===== config.mk =====
export PLATFORM = sky130hd
export DESIGN_NAME = qtrig_event_latch
export DESIGN_NICKNAME = d
export VERILOG_FILES = /design/src/rtl/qtrig_pkg.sv /design/src/rtl/qtrig_map_bank.sv /design/src/rtl/qtrig_addr_match.sv /design/src/rtl/qtrig_evt_state.sv /design/src/rtl/qtrig_event_latch.sv
export SDC_FILE = /design/constraint.sdc
export NUM_CORES = 1
export LEC_CHECK = 0
export ABC_CLOCK_PERIOD_IN_PS = 2600
export BUFFER_PORTS_ARGS = -buffer_cell sky130_fd_sc_hd__buf_4
export CAP_MARGIN = 20
export CORE_UTILIZATION = 58
export DETAILED_ROUTE_END_ITERATION = 6
export MAX_ROUTING_LAYER = met4
export PLACE_DENSITY = 0.84
export SYNTH_ARGS = -nofsm -noshare
export SYNTH_HDL_FRONTEND = slang
export SYNTH_SLANG_ARGS = --single-unit
export TNS_END_PERCENT = 1

===== constraint.sdc =====
create_clock -name clk -period 2.6 [get_ports clk]
set_input_delay 0.52 -clock clk [delete_from_list [all_inputs] [get_ports clk]]
set_output_delay 0.52 -clock clk [all_outputs]
set_load 0.02 [all_outputs]

===== src/rtl/qtrig_pkg.sv =====
package qtrig_pkg;
  localparam int REG_EVT  = 0;
  localparam int REG_MISS = 1;
  localparam int REG_EN   = 2;
  localparam int REG_MAP0 = 4;
  localparam int MAP_WORD_LSB = 16;
endpackage


===== src/rtl/qtrig_map_bank.sv =====
module qtrig_map_bank #(
  parameter int NCH     = 8,
  parameter int ENTRY_W = 9,
  parameter int WORD_W  = 3,
  parameter int DATA_W  = 32,
  parameter int CFG_AW  = 4,
  localparam int MAP_W  = ENTRY_W + WORD_W
) (
  input  logic                 clk,
  input  logic                 rst_n,
  input  logic                 cfg_we,
  input  logic [CFG_AW-1:0]    cfg_waddr,
  input  logic [DATA_W-1:0]    cfg_wdata,
  output logic [NCH*MAP_W-1:0] map_flat
);
  import qtrig_pkg::*;

  for (genvar n = 0; n < NCH; n++) begin : g_map
    logic [ENTRY_W-1:0] entry_q;
    logic [WORD_W-1:0]  word_q;
    logic               sel;
    assign sel = cfg_we && (int'(cfg_waddr) == REG_MAP0 + n);
    always_ff @(posedge clk or negedge rst_n) begin
      if (!rst_n) begin
        entry_q <= '0;
        word_q  <= '0;
      end else if (sel) begin
        entry_q <= cfg_wdata[ENTRY_W-1:0];
        word_q  <= cfg_wdata[MAP_WORD_LSB +: WORD_W];
      end
    end
    // word-address form: entry*32 + word*4, shifted right by 2
    assign map_flat[n*MAP_W +: MAP_W] = {entry_q, word_q};
  end
endmodule


===== src/rtl/qtrig_addr_match.sv =====
module qtrig_addr_match #(
  parameter int NCH     = 8,
  parameter int ENTRY_W = 9,
  parameter int WORD_W  = 3,
  localparam int MAP_W  = ENTRY_W + WORD_W,
  localparam int ADDR_W = MAP_W + 2
) (
  input  logic [NCH*MAP_W-1:0] map_flat,
  input  logic [NCH-1:0]       enable,
  input  logic                 pbus_valid,
  input  logic [ADDR_W-1:0]    pbus_addr,
  input  logic                 link_valid,
  input  logic [ADDR_W-1:0]    link_addr,
  output logic [NCH-1:0]       trig
);
  for (genvar n = 0; n < NCH; n++) begin : g_cmp
    logic [MAP_W-1:0] loc;
    logic hit_bus, hit_link;
    assign loc      = map_flat[n*MAP_W +: MAP_W];
    assign hit_bus  = pbus_valid && (pbus_addr[ADDR_W-1:2] == loc);
    assign hit_link = link_valid && (link_addr[ADDR_W-1:2] == loc);
    assign trig[n]  = enable[n] && (hit_bus || hit_link);
  end
endmodule


===== src/rtl/qtrig_evt_state.sv =====
module qtrig_evt_state #(
  parameter int NCH = 8
) (
  input  logic           clk,
  input  logic           rst_n,
  input  logic [NCH-1:0] trig,
  input  logic [NCH-1:0] ack,
  input  logic [NCH-1:0] miss_clr,
  output logic [NCH-1:0] evt_q,
  output logic [NCH-1:0] miss_q
);
  for (genvar n = 0; n < NCH; n++) begin : g_bit
    always_ff @(posedge clk or negedge rst_n) begin
      if (!rst_n) begin
        evt_q[n]  <= 1'b0;
        miss_q[n] <= 1'b0;
      end else begin
        // set dominates the hardware clear
        evt_q[n]  <= trig[n] | (evt_q[n] & ~ack[n]);
        // a fresh miss dominates the software clear
        miss_q[n] <= (trig[n] & evt_q[n]) | (miss_q[n] & ~miss_clr[n]);
      end
    end
  end
endmodule


===== src/rtl/qtrig_event_latch.sv =====
module qtrig_event_latch #(
  parameter int NCH     = 8,
  parameter int ENTRY_W = 9,
  parameter int WORD_W  = 3,
  parameter int DATA_W  = 32,
  parameter int CFG_AW  = 4,
  localparam int MAP_W  = ENTRY_W + WORD_W,
  localparam int ADDR_W = MAP_W + 2
) (
  input  logic              clk,
  input  logic              rst_n,
  input  logic              pbus_valid,
  input  logic [ADDR_W-1:0] pbus_addr,
  input  logic              link_valid,
  input  logic [ADDR_W-1:0] link_addr,
  input  logic [NCH-1:0]    submit_ack,
  input  logic              cfg_we,
  input  logic [CFG_AW-1:0] cfg_waddr,
  input  logic [DATA_W-1:0] cfg_wdata,
  input  logic [CFG_AW-1:0] cfg_raddr,
  output logic [DATA_W-1:0] cfg_rdata,
  output logic [NCH-1:0]    evt_pending
);
  import qtrig_pkg::*;

  logic [NCH*MAP_W-1:0] map_flat;
  logic [NCH-1:0]       enable_q, trig_vec, evt_q, miss_q, miss_clr;

  always_ff @(posedge clk or negedge rst_n) begin
    if (!rst_n)                                       enable_q <= '0;
    else if (cfg_we && int'(cfg_waddr) == REG_EN)     enable_q <= cfg_wdata[NCH-1:0];
  end

  assign miss_clr = (cfg_we && int'(cfg_waddr) == REG_MISS) ? cfg_wdata[NCH-1:0] : '0;

  qtrig_map_bank #(.NCH(NCH), .ENTRY_W(ENTRY_W), .WORD_W(WORD_W),
                   .DATA_W(DATA_W), .CFG_AW(CFG_AW)) u_map (
    .clk(clk), .rst_n(rst_n), .cfg_we(cfg_we), .cfg_waddr(cfg_waddr),
    .cfg_wdata(cfg_wdata), .map_flat(map_flat));

  qtrig_addr_match #(.NCH(NCH), .ENTRY_W(ENTRY_W), .WORD_W(WORD_W)) u_match (
    .map_flat(map_flat), .enable(enable_q),
    .pbus_valid(pbus_valid), .pbus_addr(pbus_addr),
    .link_valid(link_valid), .link_addr(link_addr), .trig(trig_vec));

  qtrig_evt_state #(.NCH(NCH)) u_state (
    .clk(clk), .rst_n(rst_n), .trig(trig_vec), .ack(submit_ack),
    .miss_clr(miss_clr), .evt_q(evt_q), .miss_q(miss_q));

  assign evt_pending = evt_q;

  always_comb begin
    cfg_rdata = '0;
    if (int'(cfg_raddr) == REG_EVT)       cfg_rdata[NCH-1:0] = evt_q;
    else if (int'(cfg_raddr) == REG_MISS) cfg_rdata[NCH-1:0] = miss_q;
    else if (int'(cfg_raddr) == REG_EN)   cfg_rdata[NCH-1:0] = enable_q;
    else begin
      for (int n = 0; n < NCH; n++) begin
        if (int'(cfg_raddr) == REG_MAP0 + n) begin
          cfg_rdata[ENTRY_W-1:0] = map_flat[n*MAP_W+WORD_W +: ENTRY_W];
          cfg_rdata[MAP_WORD_LSB +: WORD_W] = map_flat[n*MAP_W +: WORD_W];
        end
      end
    end
  end
endmodule


* Yosys cells after proc, flatten, opt, wreduce, memory -nomap -nowiden
Cells that the tools add are included.
Widths: inputs -> output; s select.
** Operators by class
- Equal/unequal tests :: 36
- Muxes and demuxes :: 26
- Bitwise gates (word level) :: 56
- Reduce and logical (&&, ||, !) cells :: 43
** Operators with widths (count)
- $eq 12x12->1 :: 16
- $mux 9 :: 8
- $eq 4x4->1 const B :: 16
- $logic_and 1x1->1 :: 34
- $mux 3 :: 11
- $mux 8 :: 4
- $and 1x1->1 :: 24
- $not 1->1 :: 16
- $or 1x1->1 :: 16
- $eq 4x2->1 const B :: 2
- $eq 4x3->1 const B :: 2
- $logic_or 1x1->1 :: 8
- $logic_not 4->1 :: 1
- $mux 1 :: 3
** Storage, ports and cells
- Flip-flop bits (word level) :: 120
- Input port bits :: 81
- Output and inout port bits :: 40

* Longest topological paths before layout
Gate-level depths: netlist of the first run.
- Depth after elaboration :: 12
- Mapped depth :: 7
- Depth with buffers taken out :: 5

* Cells and area by module
Synthesis of the first run repeated with hierarchy kept, for this count alone.
** Unflattened totals
- Cell total of the unflattened synthesis :: 799
- Area, all modules :: 8510.7 um2
** By module, submodules not included
- qtrig_map_bank :: instances 1, cells an instance 213, area each 3612.2 um2, sequential area each 2402.3 um2
- qtrig_addr_match :: instances 1, cells an instance 306, area each 2459.9 um2, sequential area each 0.0 um2
- qtrig_event_latch :: instances 1, cells an instance 224, area each 1848.0 um2, sequential area each 200.2 um2
- qtrig_evt_state :: instances 1, cells an instance 56, area each 590.6 um2, sequential area each 400.4 um2

* Worst setup path after synthesis of the first run
OpenSTA, ideal clock, no wires.
- Path type :: input-to-output
- From :: input cfg_raddr[1]
- To :: output cfg_rdata[3]
- Arrival :: 1.934 ns
- Data required time :: 2.080 ns
- Path slack :: 0.146 ns
- Cell stages on the path :: 7
- Path buffers :: 3
- Cells stage by stage :: buf_2 buf_2 buf_2 o21ai_0 a21oi_1 a221oi_1 o21ai_0
** On the way
- Word-level cells in the longest chain between the ends :: 12
- Elaborated cells between the ends (all ways) :: 22
** Ends and longest elaborated chain
- start, declared :: RTL line qtrig_event_latch.sv:20 : input logic [CFG_AW-1:0] cfg_raddr,
- $eq 4x4->1 :: RTL line qtrig_event_latch.sv:59 : if (int'(cfg_raddr) == REG_MAP0 + n) begin
- $mux 9 (8 in series) :: RTL line qtrig_event_latch.sv:59
- $mux 8 :: RTL line qtrig_event_latch.sv:56 : else if (int'(cfg_raddr) == REG_EN) cfg_rdata[NCH-1:0] = enable_q;
- $mux 8 :: RTL line qtrig_event_latch.sv:55 : else if (int'(cfg_raddr) == REG_MISS) cfg_rdata[NCH-1:0] = miss_q;
- $mux 8 (*) :: RTL line qtrig_event_latch.sv:54 : if (int'(cfg_raddr) == REG_EVT) cfg_rdata[NCH-1:0] = evt_q;
- end, declared :: RTL line qtrig_event_latch.sv:21 : output logic [DATA_W-1:0] cfg_rdata,
Every way passes the cells marked *; elsewhere a longest branch is shown, timed or not.

* Worst setup path in the final report of the first run
- From :: register u_map.g_map[2].entry_q[1]
- To :: output cfg_rdata[1]
** On the way
- Word-level cells in the longest chain between the ends :: 9
** Ends and longest elaborated chain
- start, declared :: RTL line qtrig_map_bank.sv:19 : logic [ENTRY_W-1:0] entry_q;
- start signal, assigned :: RTL line qtrig_map_bank.sv:28 : entry_q <= cfg_wdata[ENTRY_W-1:0];
- $mux 9 (6 in series) :: RTL line qtrig_event_latch.sv:59
- $mux 8 :: RTL line qtrig_event_latch.sv:56
- $mux 8 :: RTL line qtrig_event_latch.sv:55
- $mux 8 :: RTL line qtrig_event_latch.sv:54
Every way passes these cells.

==> results of run 1 <==
## sequential cells by signal, summed over array words and instances, names as in the netlist
signal,cells
u_map.g_map.entry_q,72
u_map.g_map.word_q,24
enable_q,8
u_state.evt_q,8
u_state.miss_q,8
## worst max path at each step
stage	slack, ps	start	endpoint
floorplan	150	cfg_raddr[1]	cfg_rdata[3]
global placement	150	cfg_raddr[0]	cfg_rdata[5]
detailed placement	150	cfg_raddr[0]	cfg_rdata[5]
CTS	40	u_map.g_map[0].entry_q[1]$_DFFE_PN0P_	cfg_rdata[1]
global route	8	u_map.g_map[2].entry_q[2]$_DFFE_PN0P_	cfg_rdata[2]
finish	50	u_map.g_map[2].entry_q[1]$_DFFE_PN0P_	cfg_rdata[1]
## layer usage
layer | share of wire | vias to the layer above | global-route usage
met4 | 0.051 | 0 | 0.212
met1 | 0.40 | 3371 | 0.485
met3 | 0.079 | 77 | 0.0733
met2 | 0.47 | 368 | 0.599
met5 | 0 | - | -
li1 | - | 2913 | -
## cells in the mapped netlist, types with 6 or more instances
master	n
dfrtp_1	120
nor2b_1	8
mux2i_1	12
a211oi_1	8
nor2_1	22
a21oi_1	10
nor4_1	16
nand3_1	20
buf_1	10
o22ai_1	7
nand2b_1	6
nand4_1	32
mux2_4	8
o21ai_0	43
buf_4	22
mux4_2	10
mux2_2	96
xnor2_1	192
inv_1	11
buf_2	45
nand2_1	50
## power groups by stage
stage	clock network, mW	registers (mW)	logic (mW)
after floorplan	0	2.67	1.57
after global placement	0	2.88	1.99
after detailed placement	0	2.89	2.04
after CTS	2.51	2.87	2.06
after global routing	2.60	2.93	2.20
final	2.50	2.89	2.07
## stage by stage
step	util	instance area (sq um)
after floorplan	-	8340
after global placement	0.648	8990
after detailed placement	0.648	8990
after CTS	0.692	9610
after global routing	0.693	9620
final	0.693	9620
## kinds of logic after synthesis
group	count (synthesis)
buf+inv	93
compound gates	108
other cells	1
xor+xnor	192
simple gates	165
flops	120
mux	126
## final cells by class
class,count,area (sq um)
multi-input cells,611,4850
inverters,11,41.3
flip-flops and latches,120,3010
repair buffers,110,876
fillers,1119,4260
well taps,180,225
clock inverters,12,175
clock buffers,20,447
==> summary.md, run 1 <==
| Metric | Value |
|---|---|
| Initial antenna violation count | `0` |
| CP cell instances | `mux4_2 > a21oi_1 > o31ai_1 > a22o_1 > buf_4` |
| CP Capture Type | `output pin` |
| Minimum clock period | `2550 ps` |
| Int Pwr | `5.03 mW` |
| Final setup vio count | `0` |
| Die area | `~15,000 sq um` |
| Crit path max fanout | `5` |
| CP startpoint kind | `register` |
| Synthesized cell area | `8260 sq um` |
| Die Y | `121 um` |
| Root buf cell | `clkbuf_16` |
| Slew HR | `0.462` |
| Fin Setup TNS | `0 ps` |
| Worst VDD drop | `597 uV` |
| Post-cts hold buffer count | `0` |
| Number of flops mapped to enable cells by yosys | `0` |
| Seq/Total Area, Yosys | `0.363` |
| Starting Density | `0.595` |
| RD Place Congestion | `0.982` |
| Reg2reg start | `u_map.g_map[7].entry_q[5]$_DFFE_PN0P_` |
| Worst path depth | `5` |
| Top delay family on crit path | `multiplexers` |
| Setup Slack @ Placement | `147 ps` |
| Logic pwr share | `0.278` |
| Largest family of logic cells by synthesized area | `XOR/XNOR gates` |
| Synth Area in XOR/XNOR | `0.203` |
| PostCTS Resize Cnt | `0` |
| Site Rows | `43` |
| Min-Delay Path Class | `primary input to async pin` |
| Total power | `approximately 7.5 mW` |
| CP arrival | `2030 ps` |
| CTS tree | `yes` |
| Longest Clk Path Bufs | `2` |
| Syn. warnings | `0` |
| Post-route insts no fill | `1,064` |
| CP peak stage delay | `500 ps` |
| Largest net degree at the start of global routing | `between 40 and 50` |
| Dpl hpwl | `~19,000 um` |
| Most common cell after layout, fill and taps aside | `xnor2_1` |
| IO buf count | `76` |
| Power Dens Cells | `776 nW/um^2` |
| Net load switching power | `approximately 2.4 mW` |
| Clock transition at path regs | `50 ps` |
| H-Tree Depth | `4` |
| Tot GR Track Use | `0.390` |
| Ant. Diodes | `0` |
| Post-route ant nets | `0` |
| Total CTS buffers | `17` |
| Complex-gate fraction of the synthesized area | `0.0834` |
| Max-cap viol count | `0` |
| Period utilisation layout | `0.979` |
| Final hold violations | `0` |
| WL final | `26,500 um` |
| Post-DR wirelength/cell | `24.9 um` |
| Synth Area in Adders | `0` |
| Synth top area share | `0.363` |
| Area grow syn2layout | `16.4%` |
| Commonest cells after routing, fill and taps aside | `xnor2_1, dfrtp_1, buf_4` |
| Clock power frac | `0.335` |
| Ratio of cells with drive above 1 in the final layout | `0.295` |
| Final setup margin | `approximately 55 ps` |
| Sw Share | `0.326` |
| Netlist cell types | `42` |
| Worst-Margin Slew | `807 ps` |
| Multiplexer area fraction after synthesis | `0.187` |
| Total congestion overflow | `0` |
| Reg-to-reg slack, setup | `580 ps` |
| DRT iter0 DRCs | `slightly below 600` |
| Max Clock Skew | `6.85 ps` |
| Post-synthesis async set-or-reset flop share | `1.00` |
| Max-slew violations | `0` |
| First-pass GRT wire length | `39,900 um` |
| Leakage | `3.82 nW` |
| Simple-Gate Fraction of Synth Area | `0.103` |
| Drt pass-1 iters | `5` |
| R2R Path End | `u_state.miss_q[7]$_DFF_PN0_` |
| Flops & latches, synth | `120` |
| Ports | `121` |
| Critical path buffer and inverter count | `1` |
| Cell taking the most area after synthesis | `dfrtp_1` |
| DRC viols | `0` |
| Sequential share of power | `0.387` |
| Worst Reg-to-Reg Cells | `6` |
| DP Cell Count | `a little over 1,000` |
| Core area | `about 14,000 sq um` |
| Clock Latency Late Sink | `420 ps` |
| # Post-CTS Setup Buffers | `0` |
| Crit-path slowest cell | `mux4_2` |
| Top_reg_cell synth | `dfrtp_1` |
| Outcome | `completed` |
| Via-to-Cell Ratio | `6.32` |
| Die width | `121 um` |
| Final nets | `between 900 and 1,000` |
| Vias | `6,729` |
| Syn_area_per_cell | `10.3 sq um` |
| RSZ-0062 raised after global routing | `no` |
| Synth top area cells | `dfrtp_1, xnor2_1, mux2_2` |
| CTS Sinks | `120` |
| Hold slack | `102 ps` |
| Max Clk Rate | `393 MHz` |
| Req. time, crit path | `2080 ps` |
| Post-Synthesis Cells | `between 800 and 900` |
| Vias in the first global route | `6,726` |
| Setup CP Type | `register to output pin` |
(Power assumes the default switching activity.)
==> run 2, diff against run 1 <==
--- a/config.mk
+++ b/config.mk
@@ -5,13 +5,17 @@
 export SDC_FILE = /design/constraint.sdc
 export NUM_CORES = 1
 export LEC_CHECK = 0
+export ABC_AREA = 1
 export ABC_CLOCK_PERIOD_IN_PS = 2600
 export BUFFER_PORTS_ARGS = -buffer_cell sky130_fd_sc_hd__buf_4
 export CAP_MARGIN = 20
-export CORE_UTILIZATION = 58
+export CELL_PAD_IN_SITES_DETAIL_PLACEMENT = 1
+export CELL_PAD_IN_SITES_GLOBAL_PLACEMENT = 2
+export CORE_MARGIN = 4
+export CORE_UTILIZATION = 32
 export DETAILED_ROUTE_END_ITERATION = 6
 export MAX_ROUTING_LAYER = met4
-export PLACE_DENSITY = 0.84
+export PLACE_DENSITY = 0.83
 export SYNTH_ARGS = -nofsm -noshare
 export SYNTH_HDL_FRONTEND = slang
 export SYNTH_SLANG_ARGS = --single-unit
==> run 2 against run 1 <==
  * Maximum frequency grew 0.34%
  * Worst setup slack improved by 8.6 ps
  * Die area up 92%
  * Count of clock-buffer cells in the layout is 3 higher
  * Combinational power shrank 8%
  * Sequential power shrank 2%
  * Critical path depth up 7
  * Routed wire length up 53%
  * Register-to-register slack better by 450 ps
  * Sequential share of layout area decreased by 0.55 points
  * Core utilization down 30 points
==> summary.md, run 2 <==
| Metric | Value |
|---|---|
| DRT iter0 DRCs | `around 800` |
| RD Place Congestion | `just over 1` |
| Minimum clock period | `2540 ps` |
| Dpl hpwl | `between 20,000 and 30,000 um` |
| Die Y | `168 um` |
| Max FFs per register | `72` |
| Die width | `168 um` |
| Layout filler cell count | `about 3,200` |
| Ports | `121` |
| Clock Latency Late Sink | `420 ps` |
| Period utilisation layout | `0.976` |
| Largest net degree at the start of global routing | `61` |
| Slew HR | `0.525` |
| Worst VDD drop | `~430 uV` |
| RSZ-0062 raised after global routing | `no` |
| Req. time, crit path | `2080 ps` |
| Fin Setup TNS | `0 ps` |
| Synth top area share | `0.366` |
| Final hold violations | `0` |
| Complex-gate fraction of the synthesized area | `0.160` |
| Multiplexer area fraction after synthesis | `0` |
| Worst Reg-to-Reg Cells | `10` |
| Flops & latches, synth | `120` |
| Initial antenna violation count | `0` |
| Final setup vio count | `0` |
| R2R Path End | `u_state.miss_q[0]$_DFF_PN0_` |
| Most flops, register | `u_map.g_map.entry_q` |
| CTS Sinks | `120` |
| Reg2reg start | `u_map.g_map[0].entry_q[6]$_DFFE_PN0P_` |
| Outcome | `completed` |
| Core area | `between 20,000 and 30,000 sq um` |
| Post-Synthesis Cells | `between 1,000 and 1,500` |
| Count leader, synth | `nand2_1` |
| Crit path max fanout | `22` |
| Synth Area in XOR/XNOR | `0.0961` |
| Hold slack | `3.98 ps` |
| Reg-to-reg slack, setup | `just over 1000 ps` |
| Total congestion overflow | `0` |
| Leakage | `4.48 nW` |
| Post-route ant nets | `0` |
| Worst-Margin Slew | `roughly 700 ps` |
| Largest family of logic cells by synthesized area | `simple AND/OR/NAND/NOR gates` |
| Vias | `8,852` |
| Via-to-Cell Ratio | `5.51` |
| Post-cts hold buffer count | `0` |
| CP arrival | `between 2000 and 2500 ps` |
| Max Clock Skew | `8.70 ps` |
| Ratio of cells with drive above 1 in the final layout | `0.121` |
| First-pass GRT wire length | `59,800 um` |
| Power Dens Cells | `around 740 nW/um^2` |
| Total power | `between 7 and 8 mW` |
| Tot GR Track Use | `0.296` |
| Total CTS buffers | `17` |
| Max Clk Rate | `394 MHz` |
| Largest registers | `u_map.g_map.entry_q (72), u_map.g_map.word_q (24)` |
| Site Rows | `58` |
| IO buf count | `between 70 and 80` |
| Simple-Gate Fraction of Synth Area | `0.266` |
| Synth top area cells | `dfrtp_1, nand2_1, o21ai_0` |
| Root buf cell | `clkbuf_16` |
| DRC viols | `0` |
| CP startpoint kind | `primary input` |
| Commonest cells after routing, fill and taps aside | `nand2_1, o21ai_0, inv_1` |
| CP Capture Type | `output pin` |
| Syn_area_per_cell | `~6.9 sq um` |
| Final nets | `1,345` |
| H-Tree Depth | `4` |
| CTS tree | `yes` |
| Post-synthesis async set-or-reset flop share | `1.00` |
| Post-DR wirelength/cell | `roughly 25 um` |
| Min-Delay Path Class | `primary input to async pin` |
| Drt pass-1 iters | `5` |
| Max-cap viol count | `0` |
| Synthesized cell area | `between 8000 and 9000 sq um` |
| Cell taking the most area after synthesis | `dfrtp_1` |
| Clock transition at path regs | `60 ps` |
| Most common cell after layout, fill and taps aside | `nand2_1` |
| Syn. warnings | `0` |
| Die area | `28,300 sq um` |
| Longest Clk Path Bufs | `2` |
| Seq/Total Area, Yosys | `0.366` |
| Number of flops mapped to enable cells by yosys | `0` |
| Netlist cell types | `26` |
| Setup CP Type | `primary input to output pin` |
| WL final | `roughly 41,000 um` |
| Synth Area in Adders | `0` |
| Synth top cells by count | `nand2_1, o21ai_0, inv_1` |
| Max-slew violations | `0` |
| Vias in the first global route | `roughly 9,000` |
| Starting Density | `0.326` |
| Area grow syn2layout | `19.2%` |
| Top_reg_cell synth | `dfrtp_1` |
-- run 2: cell types whose count changed after synthesis, sizes merged, moves of 20 or more --
cell | previous run | this run
o21ai | 45 | 155
nand2 | 50 | 295
mux2 | 104 | 0
nor2 | 22 | 121
buf | 77 | 57
xnor2 | 192 | 73
inv | 11 | 140
o22ai | 7 | 43
nand3 | 20 | 80
a21oi | 10 | 31
-- run 2: through the flow --
stage / utilization / area, sq um / worst slack [ps] / std cells
floorplan: - / 8270 / 581 / 1211
global placement: 0.361 / 9090 / -342 / 1571
detailed placement: 0.361 / 9090 / -391 / 1571
CTS: 0.386 / 9720 / -1.06 / 1602
global route: 0.388 / 9780 / 2.71 / 1606
finish: 0.388 / 9780 / 63.2 / 1607
-- run 2: cell families after synthesis --
| kind of cell | after synthesis |
|---|---|
| other | 1 |
| DFF | 120 |
| xor gates and xnor gates | 90 |
| buffers and inverters | 210 |
| and+or+nand+nor | 528 |
| AOI/OAI and AO/OA | 243 |
-- run 2: how the worst max path moves through the flow --
| stage | start | endpoint | slack [ps] |
|---|---|---|---|
| floorplan | cfg_raddr[2] | cfg_rdata[1] | 580 |
| global placement | cfg_raddr[0] | cfg_rdata[5] | -340 |
| detailed placement | cfg_raddr[0] | cfg_rdata[5] | -390 |
| CTS | cfg_raddr[2] | cfg_rdata[16] | -1 |
| global route | cfg_raddr[0] | cfg_rdata[2] | 3 |
| finish | cfg_raddr[2] | cfg_rdata[2] | 60 |
-- run 2: worst max-delay path, stage by stage --
cell and delay, ps:
buf_4 120, inv_1 100, nor2_4 80, buf_6 140, buf_12 150, nand3_1 80, nand3_1 120, nor2_1 170
nand4_1 180, nand2_1 120, nand4_1 70, buf_4 160
-- run 2: repair_timing --
item	in CTS	in global routing
pin swaps	0	1
hold endpoints to repair	0	0
endpoints found under the setup margin	12	10
gates resized for setup	3	11
setup buffers	0	4
-- run 2: power breakdown --
group / internal [mW] / leakage (nW) / switching, mW
Sequential: 2.22 / 1.50 / 0.603
Clock: 1.62 / 0.305 / 0.908
Combinational: 0.740 / 2.67 / 1.16
-- run 2: final cells by class --
type                            count  area (sq um)  area share
Tap cell                          330           413      0.0422
Sequential cell                   120          3000       0.307
Clock buffer                       23           498      0.0509
Multi-Input combinational cell    881          4400       0.450
Clock inverter                      8           118      0.0120
Timing Repair Buffer              104           822      0.0841
Antenna cell                        1          2.50    0.000256
Inverter                          140           526      0.0537
-- run 2: layer usage --
layer | GRT usage | part of all wire | vias to the layer above
li1 | - | - | 3967
met1 | 0.387 | 0.42 | 4337
met2 | 0.440 | 0.44 | 428
met3 | 0.0458 | 0.074 | 120
met4 | 0.159 | 0.064 | 0
met5 | - | 0 | -
